## src/rtl/div_range_sel_pkg.sv

```systemverilog
package div_range_sel_pkg;

  typedef enum logic [2:0] {
    RS_TRACK  = 3'd0,
    RS_DOWN   = 3'd1,
    RS_UP     = 3'd2,
    RS_SETTLE = 3'd3,
    RS_OVER   = 3'd4
  } rs_state_e;

endpackage

```

## src/rtl/rs_blank_timer.sv

```systemverilog
module rs_blank_timer #(
  parameter int CNT_W = 8
) (
  input  logic             clk,
  input  logic             rst_n,
  input  logic             load,
  input  logic             run,
  input  logic [CNT_W-1:0] reload_val,
  output logic             expiring
);

  logic [CNT_W-1:0] cnt_q;
  logic [CNT_W-1:0] cnt_d;
  logic             cnt_en;

  always_comb begin
    cnt_en = load | (run & (cnt_q != '0));
    cnt_d  = load ? reload_val : (cnt_q - CNT_W'(1));
  end

  always_ff @(posedge clk or negedge rst_n) begin
    if (!rst_n) begin
      cnt_q <= '0;
    end else if (cnt_en) begin
      cnt_q <= cnt_d;
    end
  end

  assign expiring = (cnt_q <= CNT_W'(1));


  timer_load_wins_chk: assert property (@(posedge clk) disable iff (!rst_n)
    load |=> (cnt_q == $past(reload_val)));

endmodule

```

## src/rtl/rs_level_reg.sv

```systemverilog
module rs_level_reg #(
  parameter int NUM_LEVELS = 4,
  parameter int IDX_W      = 2
) (
  input  logic                  clk,
  input  logic                  rst_n,
  input  logic                  step_up,
  input  logic                  step_dn,
  output logic [IDX_W-1:0]      idx,
  output logic [NUM_LEVELS-1:0] sel_oh,
  output logic                  at_min,
  output logic                  at_max
);

  localparam logic [IDX_W-1:0] TOP_IDX = IDX_W'(NUM_LEVELS - 1);

  logic [IDX_W-1:0] idx_q;
  logic [IDX_W-1:0] idx_d;
  logic             idx_en;

  always_comb begin
    idx_en = (step_up & (idx_q != TOP_IDX)) | (step_dn & (idx_q != '0));
    idx_d  = step_dn ? (idx_q - IDX_W'(1)) : (idx_q + IDX_W'(1));
  end

  always_ff @(posedge clk or negedge rst_n) begin
    if (!rst_n) begin
      idx_q <= '0;
    end else if (idx_en) begin
      idx_q <= idx_d;
    end
  end

  for (genvar g = 0; g < NUM_LEVELS; g++) begin : g_dec
    assign sel_oh[g] = (idx_q == IDX_W'(g));
  end

  assign idx    = idx_q;
  assign at_min = (idx_q == '0);
  assign at_max = (idx_q == TOP_IDX);


  idx_in_range_chk: assert property (@(posedge clk) disable iff (!rst_n)
    idx_q <= TOP_IDX);


  sel_onehot_chk: assert property (@(posedge clk) disable iff (!rst_n)
    $onehot(sel_oh) && sel_oh[idx_q]);


  step_dn_moves_chk: assert property (@(posedge clk) disable iff (!rst_n)
    (step_dn && !at_min) |=> (idx_q == $past(idx_q) - IDX_W'(1)));


  step_up_moves_chk: assert property (@(posedge clk) disable iff (!rst_n)
    (step_up && !at_max) |=> (idx_q == $past(idx_q) + IDX_W'(1)));

endmodule

```

## src/rtl/rs_ctrl.sv

```systemverilog
module rs_ctrl
  import div_range_sel_pkg::*;
(
  input  logic clk,
  input  logic rst_n,
  input  logic hi_flag,
  input  logic lo_flag,
  input  logic at_min,
  input  logic at_max,
  input  logic tmr_expiring,
  output logic tmr_load,
  output logic tmr_run,
  output logic step_up,
  output logic step_dn,
  output logic div_rst,
  output logic flip_req
);

  rs_state_e st_q;
  rs_state_e st_d;

  always_comb begin
    st_d     = st_q;
    tmr_load = 1'b0;
    tmr_run  = 1'b0;
    unique case (st_q)
      RS_TRACK: begin
        if (hi_flag) begin
          if (at_min) begin
            st_d     = RS_OVER;
            tmr_load = 1'b1;
          end else begin
            st_d = RS_DOWN;
          end
        end else if (lo_flag && !at_max) begin
          st_d = RS_UP;
        end
      end
      RS_DOWN, RS_UP: begin
        tmr_load = 1'b1;
        st_d     = RS_SETTLE;
      end
      RS_SETTLE: begin
        tmr_run = 1'b1;
        if (tmr_expiring) st_d = RS_TRACK;
      end
      RS_OVER: begin
        if (hi_flag) begin
          tmr_load = 1'b1;
        end else begin
          tmr_run = 1'b1;
          if (tmr_expiring) st_d = RS_TRACK;
        end
      end
      default: st_d = RS_TRACK;
    endcase
  end

  always_ff @(posedge clk or negedge rst_n) begin
    if (!rst_n) begin
      st_q <= RS_TRACK;
    end else begin
      st_q <= st_d;
    end
  end

  assign step_dn  = (st_q == RS_DOWN);
  assign step_up  = (st_q == RS_UP);
  assign div_rst  = step_dn | step_up;
  assign flip_req = (st_q == RS_OVER);


  div_rst_single_chk: assert property (@(posedge clk) disable iff (!rst_n)
    div_rst |=> !div_rst);


  over_entry_chk: assert property (@(posedge clk) disable iff (!rst_n)
    (st_q == RS_TRACK && hi_flag && at_min) |=> flip_req);


  over_level_chk: assert property (@(posedge clk) disable iff (!rst_n)
    flip_req |-> (at_min && !div_rst));


  hi_priority_chk: assert property (@(posedge clk) disable iff (!rst_n)
    (st_q == RS_TRACK && hi_flag && lo_flag) |=> !step_up);


  over_hold_chk: assert property (@(posedge clk) disable iff (!rst_n)
    (flip_req && hi_flag) |=> flip_req);

endmodule

```

## src/rtl/div_range_sel.sv

```systemverilog
module div_range_sel #(
  parameter int NUM_LEVELS = 4,
  parameter int CNT_W      = 8,
  localparam int IDX_W     = (NUM_LEVELS > 2) ? $clog2(NUM_LEVELS) : 1
) (
  input  logic                  clk,
  input  logic                  rst_n,
  input  logic                  hi_flag,
  input  logic                  lo_flag,
  input  logic [CNT_W-1:0]      settle_cycles,
  output logic [IDX_W-1:0]      lvl_idx,
  output logic [NUM_LEVELS-1:0] lvl_sel_oh,
  output logic                  div_rst,
  output logic                  flip_req
);

  logic [1:0] rst_sync_q;
  logic       rst_int_n;

  always_ff @(posedge clk or negedge rst_n) begin
    if (!rst_n) begin
      rst_sync_q <= 2'b00;
    end else begin
      rst_sync_q <= {rst_sync_q[0], 1'b1};
    end
  end

  assign rst_int_n = rst_sync_q[1];

  logic at_min, at_max;
  logic tmr_load, tmr_run, tmr_expiring;
  logic step_up, step_dn;

  rs_ctrl u_ctrl (
    .clk          (clk),
    .rst_n        (rst_int_n),
    .hi_flag      (hi_flag),
    .lo_flag      (lo_flag),
    .at_min       (at_min),
    .at_max       (at_max),
    .tmr_expiring (tmr_expiring),
    .tmr_load     (tmr_load),
    .tmr_run      (tmr_run),
    .step_up      (step_up),
    .step_dn      (step_dn),
    .div_rst      (div_rst),
    .flip_req     (flip_req)
  );

  rs_blank_timer #(.CNT_W(CNT_W)) u_timer (
    .clk        (clk),
    .rst_n      (rst_int_n),
    .load       (tmr_load),
    .run        (tmr_run),
    .reload_val (settle_cycles),
    .expiring   (tmr_expiring)
  );

  rs_level_reg #(.NUM_LEVELS(NUM_LEVELS), .IDX_W(IDX_W)) u_level (
    .clk     (clk),
    .rst_n   (rst_int_n),
    .step_up (step_up),
    .step_dn (step_dn),
    .idx     (lvl_idx),
    .sel_oh  (lvl_sel_oh),
    .at_min  (at_min),
    .at_max  (at_max)
  );


  top_lo_ignored_chk: assert property (@(posedge clk) disable iff (!rst_int_n)
    (at_max && lo_flag && !hi_flag && !div_rst) |=> !step_up);

endmodule

```

## config.mk

```make
export PLATFORM = sky130hd
export DESIGN_NAME = div_range_sel
export DESIGN_NICKNAME = d
export VERILOG_FILES = /design/src/rtl/div_range_sel_pkg.sv /design/src/rtl/rs_blank_timer.sv /design/src/rtl/rs_level_reg.sv /design/src/rtl/rs_ctrl.sv /design/src/rtl/div_range_sel.sv
export SDC_FILE = /design/constraint.sdc
export NUM_CORES = 1
export LEC_CHECK = 0
export BUFFER_PORTS_ARGS = -buffer_cell sky130_fd_sc_hd__buf_2
export CAP_MARGIN = 20
export CORE_ASPECT_RATIO = 1.1
export CORE_MARGIN = 10
export CORE_UTILIZATION = 35
export CTS_CLUSTER_DIAMETER = 100
export DETAILED_ROUTE_END_ITERATION = 6
export SETUP_SLACK_MARGIN = 0.5
export SKIP_LAST_GASP = 1
export SYNTH_ARGS = -nofsm -noshare
export SYNTH_HDL_FRONTEND = slang
export SYNTH_HIERARCHICAL = 1
export SYNTH_SLANG_ARGS = --single-unit
```

## constraint.sdc

```tcl
create_clock -name clk -period 1.2 [get_ports clk]
set_clock_uncertainty 0.05 [all_clocks]
set_input_delay 0.36 -clock clk [delete_from_list [all_inputs] [get_ports clk]]
set_output_delay 0.36 -clock clk [all_outputs]
set_load 0.005 [all_outputs]
```

==> impl_metrics.tcl, run 1 <==
set metrics [dict create \
    antenna_cells 0 \
    synth_edf_count 0 \
    nNetsFinal 200 \
    p_sw_uw 189 \
    cts_sinks 15 \
    cts_buffer_depth 2 \
    synth_area_leaders "dfrtp_1 (37%), ha_1 (8.6%), nand2b_1 (3.1%), a21oi_1 (2.9%), inv_1 (2.9%)" \
    yosysSeqAreaShare 0.369 \
    clk_pin_slew_ps 100 \
    synth_adder_area_share 0.0860 \
    clkLatencyLatePin_ps 280 \
    drt-total-wl_um 3220 \
    nFillCells 239 \
    critPathMaxFanout 5 \
    p_int_uw 658 \
    pwr-share-seq 0.601 \
    port_buffers 19 \
    place_inst 190 \
    syn_area_um2 1020 \
    synth_ff_type "dfrtp_1" \
    wl_per_cell_um 15.1 \
    postSynthCellCount 111 \
    synth_area_leader_cell "dfrtp_1" \
    overflow 0 \
    cp.required_ps 1360 \
    numCtsBuffers 3 \
    die_w_um 71.4 \
    pwr-share-clk 0.349 \
    synth_xor_area_frac 0.00860 \
    start_util 0.367 \
    swShare 0.223 \
    antenna_found_initial 0 \
    startpoint_type "register" \
    drt-pass1-iter-count 4 \
    vias 1105 \
    setup_tns_ps -10980 \
    synthMuxAreaShare 0.00983 \
    final_cell_mix "buf_4 (40), buf_6 (17), buf_2 (13)" \
    drive_above_1_share 0.628 \
    synth-async-reset-ratio 1.00 \
    crit_type "reg -> reg" \
    dp_hpwl_um 2270 \
    syn_nets 130 \
    maxCapViolations 0 \
    setup_ws_ps -721 \
    gp_congestion 0.787 \
    routed_via_density 5.19 \
    hold_viol_final 0 \
    max_freq_mhz 521 \
    p_leak_nw 0.816 \
    syn_to_final_growth_pct 79.9 \
    root_buffer "clkbuf_4" \
    finalPower_uw 847 \
    fin_cells 213 \
    max-vdd-ir-drop_mv 0.549 \
    cts_tree "done" \
    worstPathArrival_ps 2080 \
    rows 20 \
    hp-class "reg -> async" \
    ant_nets 0 \
    die_y_um 76.6 \
    status "finished with violations" \
    layout_commonest_cell "buf_4" \
    drc 0 \
    avgSynthCellArea_um2 9.18 \
    synth-compound-area-share 0.197 \
    grt_pass1_vias 1190 \
    yosysWarnings 6 \
    drt_iter0_drc 78 \
    cts_max_level 1 \
    rsz0062_at_grt "yes" \
    ys_types 44 \
    dieArea_um2 5470 \
    synth_top_area_frac 0.369 \
    powerDensity_nw_per_um2 462 \
    grt_pass1_wl_um 5340 \
    core_um2 2780 \
    crit_path_end_kind "register" \
    ys_seq_elements 15 \
    io_pins 20 \
    synth_simple_gate_area_share 0.262 \
    finalSetupViolCount 21 \
    comb_power_share 0.050 \
    timing.final.crit_share 1.60 \
    seq_area_um2 380 \
    multi_input_area_um2 763 \
    grt_max_degree 14 \
    violations "setup timing" \
    grt_use_total 0.115 \
    synth_top_family_by_area "simple AND/OR/NAND/NOR gates" \
    min_period_ps 1920 \
    slew_violations 0 \
    holdWs_ps 134 \
]
==> cell type report <==
type	count	share of cell area
clock buffers	4	0.0143
flip-flops and latches	15	0.208
well taps	33	0.0225
inverters	8	0.0184
repair buffers	72	0.320
multi-input cells	81	0.417
==> state kept, by name (all words and copies together), names as in the netlist <==
register	count
u_level/idx	2
u_ctrl/st_q	3
rst_sync_q	2
u_timer/cnt_q	8
==> synth_stat cells, types with 2 or more instances <==
master,n
a21oi_1,6
a2bb2oi_1,2
a31oi_1,4
and2_1,2
buf_4,2
clkbuf_1,3
dfrtp_1,15
ha_1,7
inv_1,8
nand2_1,4
nand2b_1,5
nor2_1,7
nor2b_1,2
nor3_1,4
nor3b_1,2
o211ai_1,3
o21ai_0,3
o311ai_1,2
o31ai_1,2
or3_1,2
or4_1,3
==> metal layers <==
metal | track usage | part of all wire
met3 | 0.0273 | 0.051
met1 | 0.133 | 0.42
met4 | 0.0465 | 0.011
met5 | 0 | 0
met2 | 0.194 | 0.52
==> cell families (layout without fill, tap and decap cells) <==
kind of cell / after synthesis / after routing
and+or+nand+nor: 42 / 42
AOI/OAI and AO/OA: 29 / 29
DFF: 15 / 15
buffers and inverters: 15 / 84
adders and majority gates: 7 / 7
other: 1 / 1
xor gates and xnor gates: 1 / 1
muxes: 1 / 1
==> final timing paths <==
check	startpoint	to	slack, ps	depth (start not counted)
worst max register to register	u_ctrl/st_q[0]	u_timer/cnt_q[7]	-720	6
min in group clk	settle_cycles[6]	u_timer/cnt_q[6]	250	2
max in group asynchronous	rst_n	rst_sync_q[1]	650	2
worst min-delay path	rst_sync_q[1]	u_level/idx[1]	130	1
worst min register to register	rst_sync_q[1]	u_level/idx[1]	130	1
worst max-delay path	u_ctrl/st_q[0]	u_timer/cnt_q[7]	-720	6
==> worst max-delay path, stage by stage, from the launching register on <==
cell and delay [ps]:
dfrtp_2 460, nor2_4 130, nand2_2 60, o22ai_2 100
or4b_4 490, or4_1 420, a31oi_1 130
==> power by group through the flow <==
stage / sequential [mW] / combinational, mW / clock, mW
after floorplan: 0.525 / 0.00463 / 0
after global placement: 0.519 / 0.0367 / 0
after detailed placement: 0.519 / 0.0381 / 0
after CTS: 0.509 / 0.0420 / 0.313
after global routing: 0.510 / 0.0478 / 0.353
final: 0.509 / 0.0423 / 0.295
==> through the flow <==
step,setup WS (ps),utilization,area (um^2)
floorplan,-788,-,1150
global placement,-738,0.534,1480
finish,-721,0.659,1830
detailed placement,-721,0.534,1480
CTS,-738,0.591,1640
global route,-781,0.659,1830
==> repair_timing <==
item / 4_1_cts / 5_1_grt
pin swaps: 4 / 8
gates resized for setup: 17 / 22
hold buffers: 1 / 0
setup buffers: 6 / 11
gates cloned: 1 / 0
endpoints found under the setup margin: 21 / 21
hold endpoints to repair: 2 / 0
Power figures use the tool's default switching activity.
==> inputs of run 2 (changes only) <==
- SKIP_LAST_GASP: 1 -> not set
==> run 2 against run 1 <==
Net effect:
- the flow still finishes with violations (setup timing)
- cell count is 0.94% lower
- wire length is 1.5% lower
- utilization shrank 1.4 points
- via count unchanged
- critical path type unchanged
- critical endpoint unchanged
==> impl_metrics.tcl, run 2 (synthesis results as in run 1) <==
set metrics [dict create \
    hold_viol_final 0 \
    grt_max_degree 14 \
    status "finished with violations" \
    drt_iter0_drc 77 \
    routed_via_density 5.24 \
    clkLatencyLatePin_ps 290 \
    io_pins 20 \
    fin_cells 211 \
    die_w_um 71.4 \
    finalSetupViolCount 21 \
    core_um2 2780 \
    ff2ff_path_depth 6 \
    cts_buffer_depth 2 \
    timing.final.crit_share 1.60 \
    violations "setup timing" \
    antenna_cells 0 \
    crit_cells 6 \
    top_register "u_timer/cnt_q" \
    crit_type "reg -> reg" \
    numCtsBuffers 3 \
    gp_congestion 0.787 \
    seq_area_um2 380 \
    min_period_ps 1920 \
    slew_violations 0 \
    cp-startpoint "u_ctrl/st_q[0]" \
    cts_sinks 15 \
    dp_hpwl_um 2270 \
    holdWs_ps 131 \
    wl_per_cell_um 15.0 \
    setup_tns_ps -11150 \
    r2r-start "u_ctrl/st_q[0]" \
    cp.required_ps 1360 \
    finalInstanceArea_um2 1790 \
    crit_path_end_kind "register" \
    reg2reg_to "u_timer/cnt_q[7]" \
    crit_path_end "u_timer/cnt_q[7]" \
    slowest_stage "or4b_4" \
    die_y_um 76.6 \
    largest_register_ffs 8 \
    p_leak_nw 0.802 \
    crit_chain "nor2_4, nand2_2, o22ai_2, or4b_4, or4_1, a31oi_1" \
    max_freq_mhz 520 \
    drt-pass1-iter-count 4 \
    final_cell_mix "buf_4 (35), buf_6 (20), buf_2 (13)" \
    rows 20 \
    cpPeakStageDelay_ps 490 \
    root_buffer "clkbuf_4" \
    rsz0062_at_grt "yes" \
    finalPower_uw 853 \
    maxCapViolations 0 \
    drive_above_1_share 0.596 \
    dieArea_um2 5470 \
    ant_nets 0 \
    startpoint_type "register" \
    reg_top3 "u_timer/cnt_q x8, u_ctrl/st_q x3" \
    port_buffers 19 \
    grt_pass1_wl_um 5360 \
    powerDensity_nw_per_um2 476 \
    place_ws_ps -721 \
    utilization 0.645 \
    nNetsFinal 198 \
    grt_pass1_vias 1192 \
    setup_ws_ps -724 \
    critPathMaxFanout 3 \
    place_inst 190 \
    nFillCells 250 \
    start_util 0.367 \
    antenna_found_initial 0 \
    worstPathArrival_ps 2080 \
    clk_pin_slew_ps 100 \
    path_buf_inv 0 \
    post_dp_cell_area_um2 1480 \
    layout_commonest_cell "buf_4" \
    vias 1105 \
    syn_to_final_growth_pct 76.0 \
    hp-class "reg -> async" \
    drc 0 \
    overflow 0 \
    drt-total-wl_um 3170 \
    grt_use_total 0.116 \
    worst-r2r-setup-slack_ps -720 \
    multi_input_area_um2 728 \
    cts_max_level 1 \
    max-vdd-ir-drop_mv 0.414 \
    cp_top_family "simple AND/OR/NAND/NOR gates" \
    cts_tree "done" \
]
==> run 2: report_power, final <==
group	internal, mW	switching [mW]
clock	0.129	0.174
combinational	0.0206	0.0210
sequential	0.508	0.000948
total	0.658	0.196
==> run 2: worst reg2reg max path: cells and delay by family (launching register included) <==
family | cells | cell delay, ps
compound gates | 2 | 230
flops | 1 | 450
simple gates | 4 | 1110
==> run 2: how the worst min path moves through the flow <==
stage / start / end / slack (ps)
detailed placement: rst_n / rst_sync_q[1] / 100
global placement: rst_n / rst_sync_q[1] / 90
floorplan: rst_n / rst_sync_q[0] / 10
global route: rst_sync_q[1] / u_level/idx[1] / 180
finish: rst_sync_q[1] / u_level/idx[1] / 130
CTS: rst_sync_q[1] / u_level/idx[1] / 150
==> run 2: layout make-up <==
cell class,instances,area share
sequential,15,0.212
tap,33,0.0230
multi-input combinational,81,0.406
clock buffer,4,0.0147
timing repair buffer,70,0.325
inverter,8,0.0188
==> run 2: timing repair <==
action / in CTS / in global routing
pin swaps: 5 / 9
gates resized for setup: 24 / 12
setup endpoints to repair: 21 / 21
gates cloned: 1 / 0
buffers inserted: 6 / 9
hold endpoints to repair: 2 / 0
hold buffers: 1 / 0
==> run 2: metal layers <==
metal,track usage,vias up,part of all wire
met4,0.0465,0,0.011
li1,-,538,-
met2,0.194,20,0.52
met5,0,-,0
met1,0.133,543,0.43
met3,0.0313,4,0.044
==> inputs of run 3 (changes only) <==
==> constraint.sdc (replaced) <==
create_clock -name clk -period 1.2 [get_ports clk]
set_clock_uncertainty 0.05 [all_clocks]
set_input_delay 0.06 -clock clk [delete_from_list [all_inputs] [get_ports clk]]
set_output_delay 0.06 -clock clk [all_outputs]
set_load 0.005 [all_outputs]
==> run 3 against run 2 <==
Net effect:
- the run ends with hold timing, setup timing left
- register-to-register slack about the same
- clock power about the same
- sequential power about the same
- utilization up 3.6 points
- largest cell class unchanged
- combinational power up 2%
==> impl_metrics.tcl, run 3 (synthesis results as in run 1) <==
set metrics [dict create \
    status "finished with violations" \
    violations "hold timing, setup timing" \
    place_ws_ps -721 \
    p_leak_nw 0.857 \
    core_um2 2780 \
    drt_iter0_drc 88 \
    worstPathArrival_ps 2080 \
    crit_type "reg -> reg" \
    cts_sinks 15 \
    antenna_found_initial 0 \
    root_buffer "clkbuf_4" \
    grt_pass1_wl_um 5380 \
    antenna_cells 0 \
    routed_via_density 5.16 \
    grt_use_total 0.116 \
    utilization 0.682 \
    powerDensity_nw_per_um2 451 \
    hold_viol_final 5 \
    dp_hpwl_um 2270 \
    max-vdd-ir-drop_mv 0.548 \
    drt-pass1-iter-count 4 \
    cts_tree "done" \
    syn_to_final_growth_pct 86.0 \
    setup_ws_ps -727 \
    finalInstanceArea_um2 1890 \
    port_buffers 19 \
    rsz0062_at_grt "yes" \
    start_util 0.367 \
    cts_hold_buf 1 \
    layout_commonest_cell "buf_4" \
    final_cell_mix "buf_4 (33), buf_6 (27), buf_2 (12)" \
    finalSetupViolCount 20 \
    clkLatencyLatePin_ps 290 \
    nFillCells 230 \
    timing.final.crit_share 1.61 \
    holdWs_ps -68.5 \
    largest_register_ffs 8 \
    min_period_ps 1930 \
    crit_path_end_kind "register" \
    cts_max_level 1 \
    top_register "u_timer/cnt_q" \
    startpoint_type "register" \
    finalPower_uw 854 \
    clk_pin_slew_ps 100 \
    reg_top3 "u_timer/cnt_q x8, u_ctrl/st_q x3" \
    gp_congestion 0.787 \
    max_freq_mhz 519 \
    overflow 0 \
    io_pins 20 \
    maxCapViolations 0 \
    ant_nets 0 \
    hp-class "in -> reg" \
    cp.required_ps 1360 \
    cts_buffer_depth 2 \
    dieArea_um2 5470 \
    critPathMaxFanout 3 \
    grt_pass1_vias 1193 \
    die_y_um 76.6 \
    die_w_um 71.4 \
    nNetsFinal 202 \
    drt-total-wl_um 3280 \
    grt_max_degree 14 \
    post_dp_cell_area_um2 1480 \
    drc 0 \
    drive_above_1_share 0.621 \
    slew_violations 0 \
    vias 1109 \
    numCtsBuffers 3 \
    rows 20 \
    wl_per_cell_um 15.3 \
]
run 3: cell types whose count changed in the layout (fill, tap and decap cells not counted), moves of 2 or more:
cell     previous run  this run
nor3b_4             0         2
buf_6              20        27
nor3b_2             3         1
buf_4              35        33
run 3: timing repair:
| item | 4_1_cts | 5_1_grt |
|---|---|---|
| setup buffers | 6 | 13 |
| pin swaps | 6 | 16 |
| hold endpoints to repair | 7 | 4 |
| gates cloned | 1 | 0 |
| gates resized for setup | 23 | 27 |
| endpoints found under the setup margin | 21 | 21 |
run 3: where the power goes:
part / total (mW) / switching (mW) / leakage, nW / internal, mW
logic: 0.0424 / 0.0211 / 0.676 / 0.0213
registers: 0.509 / 0.000950 / 0.166 / 0.508
clock network: 0.302 / 0.174 / 0.0150 / 0.129
total: 0.854 / 0.196 / 0.857 / 0.659
run 3: stage by stage:
| step | TNS (ps) | cells |
|---|---|---|
| final | -9350 | 215 |
| after CTS | -8620 | 202 |
| after detailed placement | -7780 | 190 |
| after floorplan | -6570 | 111 |
| after global routing | -10820 | 215 |
| after global placement | -7470 | 190 |
run 3: path summary, 6_finish.rpt:
kind                                  startpoint               end  slack (ps)  cells after the start
worst max-delay path              u_ctrl/st_q[0]  u_timer/cnt_q[7]        -730                      6
worst min-delay path            settle_cycles[1]  u_timer/cnt_q[1]         -70                      3
worst max register to register    u_ctrl/st_q[0]  u_timer/cnt_q[7]        -730                      6
worst min register to register     rst_sync_q[1]    u_level/idx[1]         130                      1
max in group asynchronous          rst_sync_q[1]    u_level/idx[0]         780                      1
min in group asynchronous                  rst_n     rst_sync_q[0]          50                      2
run 3: worst max-delay path, cell delays in order, from the launching register on:
cell     delay (ps)
dfrtp_2         450
nor2_4          120
nand2_2          80
o22ai_2         100
or4b_4          490
or4_1           420
a31oi_1         140
run 3: area by class of cell:
class	count	area (um^2)	area share
multi-input cells	81	771	0.407
flip-flops and latches	15	380	0.201
well taps	33	41.3	0.0218
inverters	8	33.8	0.0178
clock buffers	4	26.3	0.0139
repair buffers	74	642	0.339
run 3: routing by layer:
metal	track usage	up-vias	part of all wire
li1	-	549	-
met2	0.194	20	0.53
met3	0.0299	4	0.046
met4	0.0465	0	0.010
met1	0.133	536	0.42
met5	0	-	0
